===== src/rtl/ksr_pkg.sv =====
package ksr_pkg;
    localparam int NREGS     = 8;
    localparam int REG_W     = 8;
    localparam int DATA_W    = 8;
    localparam int XFER_BITS = NREGS * REG_W;
    localparam int PTR_W     = $clog2(XFER_BITS);
    localparam int RIDX_W    = $clog2(NREGS);
    localparam int BIT_W     = $clog2(REG_W);

    // key bytes C5,3A,A3,5C twice, byte 0 in the low bits
    localparam logic [XFER_BITS-1:0] KEY = {2{32'h5CA33AC5}};

    localparam int            CTRL_REG = 4;
    localparam int            IGN_BIT  = 4;
    localparam logic [REG_W-1:0] CTRL_RST = 8'h30;

    typedef enum logic [1:0] {
        S_IDLE = 2'd0,
        S_HUNT = 2'd1,
        S_STALL = 2'd2,
        S_XFER = 2'd3
    } seq_state_t;

    typedef struct packed {
        logic rd;
        logic wr;
        logic bit0;
    } bus_ev_t;

    function automatic logic key_bit(input logic [PTR_W-1:0] idx);
        return KEY[idx];
    endfunction
endpackage


===== src/rtl/ksr_sequencer.sv =====
module ksr_sequencer
    import ksr_pkg::*;
(
    input  logic             clk,
    input  logic             rst,
    input  bus_ev_t          ev,
    input  logic             abort_eff,
    output logic             xfer,
    output logic             step,
    output logic [PTR_W-1:0] ptr
);
    localparam logic [PTR_W-1:0] LAST = PTR_W'(XFER_BITS - 1);

    seq_state_t st;

    assign xfer = (st == S_XFER);
    assign step = xfer && (ev.rd || ev.wr) && !abort_eff;

    always_ff @(posedge clk) begin
        if (rst || abort_eff) begin
            st  <= S_IDLE;
            ptr <= '0;
        end else if (ev.wr) begin
            case (st)
                S_HUNT: begin
                    if (ev.bit0 == key_bit(ptr)) begin
                        ptr <= ptr + 1'b1;
                        if (ptr == LAST) st <= S_XFER;
                    end else begin
                        st <= S_STALL;
                    end
                end
                S_XFER: begin
                    ptr <= ptr + 1'b1;
                    if (ptr == LAST) st <= S_IDLE;
                end
                default: ;
            endcase
        end else if (ev.rd) begin
            if (st == S_XFER) begin
                ptr <= ptr + 1'b1;
                if (ptr == LAST) st <= S_IDLE;
            end else begin
                st  <= S_HUNT;
                ptr <= '0;
            end
        end
    end

    assert_read_restarts_R3: assert property (@(posedge clk) disable iff (rst)
        (ev.rd && !ev.wr && st != S_XFER && !abort_eff) |=> (st == S_HUNT && ptr == '0));

    assert_stall_holds_R4: assert property (@(posedge clk) disable iff (rst)
        (st == S_STALL && !(ev.rd && !ev.wr) && !abort_eff) |=> (st == S_STALL && $stable(ptr)));

    assert_abort_idle_R8: assert property (@(posedge clk) disable iff (rst)
        abort_eff |=> (st == S_IDLE && ptr == '0));

    assert_xfer_exit_R5: assert property (@(posedge clk) disable iff (rst)
        (step && ptr == LAST) |=> (st == S_IDLE));

    assert_quiet_cycle_R9: assert property (@(posedge clk) disable iff (rst)
        (!ev.rd && !ev.wr && !abort_eff) |=> ($stable(st) && $stable(ptr)));
endmodule


===== src/rtl/ksr_regbank.sv =====
module ksr_regbank
    import ksr_pkg::*;
(
    input  logic             clk,
    input  logic             rst,
    input  logic             step,
    input  logic             step_wr,
    input  logic             din,
    input  logic             abort_eff,
    input  logic [PTR_W-1:0] idx,
    output logic             cur_bit,
    output logic             ign_flag
);
    logic [NREGS-1:0][REG_W-1:0] regs;
    logic [REG_W-1:0]            shadow;
    logic [REG_W-1:0]            merged;
    logic                        dirty;
    logic [RIDX_W-1:0]           ri;
    logic [BIT_W-1:0]            bi;
    logic                        new_bit;
    logic                        group_end;

    assign ri        = idx[PTR_W-1:BIT_W];
    assign bi        = idx[BIT_W-1:0];
    assign cur_bit   = regs[ri][bi];
    assign ign_flag  = regs[CTRL_REG][IGN_BIT];
    assign new_bit   = step_wr ? din : cur_bit;
    assign group_end = (bi == BIT_W'(REG_W - 1));

    always_comb begin
        merged     = shadow;
        merged[bi] = new_bit;
    end

    always_ff @(posedge clk) begin
        if (rst) begin
            for (int r = 0; r < NREGS; r++)
                regs[r] <= (r == CTRL_REG) ? CTRL_RST : '0;
            shadow <= '0;
            dirty  <= 1'b0;
        end else if (abort_eff) begin
            dirty <= 1'b0;
        end else if (step) begin
            shadow[bi] <= new_bit;
            if (group_end) begin
                dirty <= 1'b0;
                if (dirty || step_wr) regs[ri] <= merged;
            end else begin
                dirty <= (bi == '0) ? step_wr : (dirty || step_wr);
            end
        end
    end

    assert_commit_only_at_group_end_R7: assert property (@(posedge clk) disable iff (rst)
        (abort_eff || !step || !group_end) |=> $stable(regs));
endmodule


===== src/rtl/keyed_serial_regs.sv =====
module keyed_serial_regs
    import ksr_pkg::*;
(
    input  logic              clk,
    input  logic              rst,
    input  logic              sel,
    input  logic              rd_pulse,
    input  logic              wr_pulse,
    input  logic [DATA_W-1:0] dq_in,
    input  logic              abort_n,
    output logic              mem_en,
    output logic [DATA_W-1:0] dq_out,
    output logic [DATA_W-1:0] dq_oe
);
    bus_ev_t          ev;
    logic             xfer;
    logic             step;
    logic [PTR_W-1:0] ptr;
    logic             cur_bit;
    logic             ign_flag;
    logic             abort_eff;

    assign ev.wr     = sel && wr_pulse;
    assign ev.rd     = sel && rd_pulse && !wr_pulse;
    assign ev.bit0   = dq_in[0];
    assign abort_eff = !abort_n && !ign_flag;

    ksr_sequencer u_seq (
        .clk       (clk),
        .rst       (rst),
        .ev        (ev),
        .abort_eff (abort_eff),
        .xfer      (xfer),
        .step      (step),
        .ptr       (ptr)
    );

    ksr_regbank u_bank (
        .clk       (clk),
        .rst       (rst),
        .step      (step),
        .step_wr   (ev.wr),
        .din       (dq_in[0]),
        .abort_eff (abort_eff),
        .idx       (ptr),
        .cur_bit   (cur_bit),
        .ign_flag  (ign_flag)
    );

    assign mem_en = !xfer;
    assign dq_out = {{(DATA_W-1){1'b0}}, cur_bit};
    assign dq_oe  = (xfer && ev.rd) ? DATA_W'(1) : '0;

    assert_drive_excludes_memory_R6: assert property (@(posedge clk) disable iff (rst)
        (dq_oe != '0) |-> !mem_en);

    assert_both_strobes_no_drive_R10: assert property (@(posedge clk) disable iff (rst)
        (sel && rd_pulse && wr_pulse) |-> (dq_oe == '0));
endmodule


===== config.mk =====
export PLATFORM = sky130hd
export DESIGN_NAME = keyed_serial_regs
export DESIGN_NICKNAME = d
export VERILOG_FILES = /design/src/rtl/ksr_pkg.sv /design/src/rtl/ksr_sequencer.sv /design/src/rtl/ksr_regbank.sv /design/src/rtl/keyed_serial_regs.sv
export SDC_FILE = /design/constraint.sdc
export NUM_CORES = 1
export LEC_CHECK = 0
export ABC_CLOCK_PERIOD_IN_PS = 3000
export BUFFER_PORTS_ARGS = -buffer_cell sky130_fd_sc_hd__buf_2
export CORE_MARGIN = 3
export CORE_UTILIZATION = 29
export CTS_CLUSTER_DIAMETER = 200
export CTS_CLUSTER_SIZE = 28
export DETAILED_ROUTE_END_ITERATION = 12
export MAX_ROUTING_LAYER = met4
export PLACE_DENSITY = 0.47
export SLEW_MARGIN = 20
export SYNTH_ARGS = -nofsm -noshare
export SYNTH_HDL_FRONTEND = slang
export SYNTH_SLANG_ARGS = --single-unit

===== constraint.sdc =====
create_clock -name clk -period 3 [get_ports clk]
set_clock_uncertainty 0.2 [all_clocks]
set_input_delay 0.3 -clock clk [delete_from_list [all_inputs] [get_ports clk]]
set_output_delay 0.3 -clock clk [all_outputs]
set_load 0.01 [all_outputs]

==> out/summary.log <==
INFO  clock_network  clock_insertion_delay_worst_skew=0.35ns
INFO  placement      port_buffers=9
INFO  yosys          synthCells=472
INFO  min_path       hp-start=abort_n
INFO  power          netSwitchingPower=0.504mW
INFO  floorplan      io_pins=31
INFO  yosys          synth-seq-area-share=39.7%
INFO  yosys          synth_top_area_cell=dfxtp_1
INFO  power          internal=1.85mW
INFO  power          share_of_total_power_in_the_clock_network=50.0%
INFO  outcome        status=finished clean
INFO  timing         worst_slew_margin_rel=44.9%
INFO  yosys          synthArstFlopShare=0%
INFO  critical_path  cp_max_fo=4
INFO  placement      placed_cells=668
INFO  power          ir_worst_vdd=234µV
INFO  clock_network  maximum_count_of_clock_buffers_along_a_single_path=2
INFO  critical_path  critical_path_class=reg2out
INFO  timing         setup_repair_after_global_routing_missed_its_margin=yes
INFO  clock_network  numClockSinks=82
INFO  clock_network  clk_transition_reported_paths=0.06ns
INFO  clock_network  tritoncts=yes
INFO  floorplan      placement_rows=42
INFO  yosys          ys_top_cells_by_area=dfxtp_1 40%, a211oi_1 12%, nor2_1 8.7%
INFO  critical_path  max_stage_delay=0.40ns
INFO  floorplan      design.die.area=15,700µm²
INFO  yosys          synthDistinctLibCells=50
INFO  critical_path  worstPathArrival=2.41ns
INFO  global_routing grt_antenna_before_repair=0
INFO  timing         finalWorstPathRequiredPeriod=2.91ns
INFO  clock_network  cts_hold_repair.buffers=0
INFO  critical_path  worst_setup_path_startpoint=u_seq.ptr[3]
INFO  detailed_routing firstDrtPassIters=4
INFO  timing         final_max_slew_viol_count=0
INFO  min_path       worstHoldPathType=in2reg
INFO  floorplan      core_area=13,600µm²
INFO  global_routing first_global_vias=3,258
INFO  timing         number_of_hold_violations_in_the_final_report=0
INFO  cells_and_area finished_core_util=36.4%
INFO  cells_and_area flow.area_growth_from_synthesis=19.9%
INFO  clock_network  cts_made_buffers=9
INFO  timing         fin_ws=0.0891ns
INFO  power          power.combinational.fraction=3.6%
INFO  yosys          synthFlopType=dfxtp_1
INFO  power          powerDensity=475nW/µm²
INFO  critical_path  critical-path-top-delay-family=compound AO/OA/AOI/OAI gates
INFO  power          power.static_leakage=1.71nW
INFO  cells_and_area fill_cells=1,399
INFO  global_routing track_usage=14.8%
INFO  timing         timing.fmax=344MHz
INFO  yosys          synth_largest_type_area_fraction=39.7%
INFO  critical_path  crit_path_cell_chain=buf_6 > and2_4 > a221o_1 > a222oi_1 > o22ai_1 > or3_1 > buf_2
INFO  power          fraction_of_power_consumed_by_sequential_logic=46.5%
INFO  timing         setup_viol_count_final=0
INFO  floorplan      chipWidth=125µm
INFO  critical_path  timing.critical_path.slowest_stage_cell=or3_1
INFO  yosys          ys_seq_elements=82
INFO  timing         tightest_slew=0.826ns
INFO  yosys          synth-warning-count=0
INFO  global_routing grt_max_degree=73
INFO  detailed_routing first_drt_iteration_drcs=335
INFO  timing         final.period_utilization=97.0%
INFO  detailed_routing postRouteAntennaNets=0
INFO  placement      detailed_place_hpwl=7660µm
INFO  critical_path  worstSetupStartpointType=flip-flop
INFO  timing         whs=0.0982ns
INFO  power          power.share.switching=21.4%
INFO  detailed_routing route.detailed.wl_per_inst=16.2µm
INFO  yosys          synth_area=4130µm²
INFO  placement      gpl.final_weighted_congestion=0.792
INFO  global_routing wire_length_of_the_first_global_routing_pass=17,700µm
INFO  cells_and_area finish.cell_count_without_fillers=687
INFO  floorplan      initial_utilization=30.4%
INFO  critical_path  cp_data_required_time=2.50ns
INFO  cells_and_area antenna_cells_inserted=0
INFO  run            max_cap_violations=0
INFO  clock_network  cts_root_buffer=clkbuf_16
INFO  cells_and_area post_route_cells_drive_above_1_share=19.8%
INFO  floorplan      chipHeight=125µm
INFO  placement      detailedPlace.worstSlack=-0.0355ns
INFO  detailed_routing drt_drc_violations_left=0
INFO  cells_and_area design.final.nets=523
INFO  global_routing grt_overflow_total=0
INFO  detailed_routing avgViaCountPerCell=5.01
INFO  power          overall_power_consumption=2.35mW
INFO  critical_path  timing.rr.start=u_seq.ptr[3]
INFO  clock_network  cts_max_level=3
INFO  critical_path  cp.buffers_inverters=2
INFO  yosys          count_of_flip_flops_with_a_built_in_enable_after_synthesis=0
INFO  critical_path  cp-end-kind=output pin
INFO  yosys          synth_area_per_cell=8.75µm²
INFO  detailed_routing vias=3,444
INFO  detailed_routing wirelength=11,100µm
## Yosys cell counts, types with 2 or more instances
cell type	number
nor3_1	8
buf_2	11
nor2_1	96
nand4_1	2
buf_6	4
or3b_2	2
mux2_2	6
nor3_2	2
a21oi_1	17
and3_1	2
nand3_1	21
nor2b_1	2
xnor2_1	5
or3_1	4
o211ai_1	6
clkbuf_1	12
mux2i_1	18
a21oi_4	2
and2_1	5
nand2b_1	4
a221o_1	2
mux4_2	2
nand2_1	15
o2111ai_1	3
a222oi_1	2
nand3b_1	2
dfxtp_1	82
a22oi_4	5
buf_4	18
a211oi_1	66
ha_1	3
o21ai_0	14
o22ai_1	4
inv_1	9
## cell type report
type / instances / area, µm² / area share (%)
repair buffers: 55 / 478 / 9.65
flip-flops and latches: 82 / 1650 / 33.3
clock buffers: 15 / 288 / 5.81
multi-input cells: 349 / 2250 / 45.5
clock inverters: 1 / 30.0 / 0.606
well taps: 176 / 220 / 4.45
inverters: 9 / 33.8 / 0.682
## stage by stage
| step | instance area [µm²] | setup TNS (ns) |
|---|---|---|
| floorplan | 4180 | 0 |
| global placement | 4530 | -0.809 |
| detailed placement | 4530 | -0.519 |
| CTS | 4870 | 0 |
| global route | 4950 | -0.0222 |
| finish | 4950 | 0 |
## kinds of logic (layout without fill, tap and decap cells)
logic type | after synthesis | after routing | synth area share, %
other | 1 | 14 | 0.0908
buffers and inverters | 54 | 80 | 7.60
DFF | 82 | 82 | 39.7
adders and majority gates | 3 | 3 | 0.909
muxes | 26 | 26 | 7.09
xor gates and xnor gates | 5 | 5 | 1.06
AOI/OAI and AO/OA | 133 | 133 | 25.3
and+or+nand+nor | 168 | 168 | 18.2
## final timing paths
path,endpoint,slack (ns),cells past startpoint
min,u_seq.st[1],0.1,3
max reg2reg,u_bank.regs[16],0.12,11
min reg2reg,u_bank.shadow[4],0.27,2
max,dq_out[0],0.09,7
## routing by layer
layer | share of wire, % | routed length [µm] | GRT usage (%)
met5 | 0 | 0 | -
met4 | 1.0 | 115 | 5.99
met3 | 4.0 | 447 | 3.58
met2 | 46 | 5140 | 22.4
met1 | 49 | 5430 | 19.0
## worst register-to-register path: cells and delay by family (launching register included)
family | cells | cell delay (ns)
buf+inv | 4 | 0.65
compound gates | 5 | 0.93
simple gates | 2 | 0.57
flops | 1 | 0.37
## repair_timing
action / CTS / global route
setup buffers: 1 / 1
gates cloned: 0 / 1
resized for setup: 4 / 9
setup endpoints to repair: 52 / 61
pin swaps: 3 / 9
## power by group through the flow
stage	clock network [mW]	logic, mW	registers [mW]
2_1_floorplan	0	0.0750	1.12
3_3_place_gp	0	0.0826	1.12
3_5_place_dp	0	0.0831	1.12
4_1_cts	1.21	0.0830	1.09
5_1_grt	1.26	0.0934	1.09
6_report	1.18	0.0845	1.09
## registers in the layout, summed over array words and instances (netlist names), named ones only
signal and count:
u_bank.ign_flag 1, u_seq.st 2, u_bank.dirty 1, u_seq.ptr 6, u_bank.shadow 8, u_bank.regs 63
## cell usage in the layout, fill, tap and decap left out, drive strengths merged, types with 2 or more instances in the layout
cell / count
mux2: 6
mux2i: 18
ha: 3
or3b: 2
nand2b: 4
and2: 6
inv: 9
a21oi: 19
buf: 54
dfxtp: 82
nand3b: 2
conb: 14
clkbuf: 16
o21ai: 15
nand4: 2
a22oi: 5
nor2b: 2
xnor2: 5
nor3: 10
a211oi: 67
a222oi: 2
or3: 4
nand3: 21
o22ai: 4
o211ai: 6
o2111ai: 3
and3: 2
mux4: 2
nor2: 96
a221o: 2
nand2: 15
(Power assumes the default switching activity.)
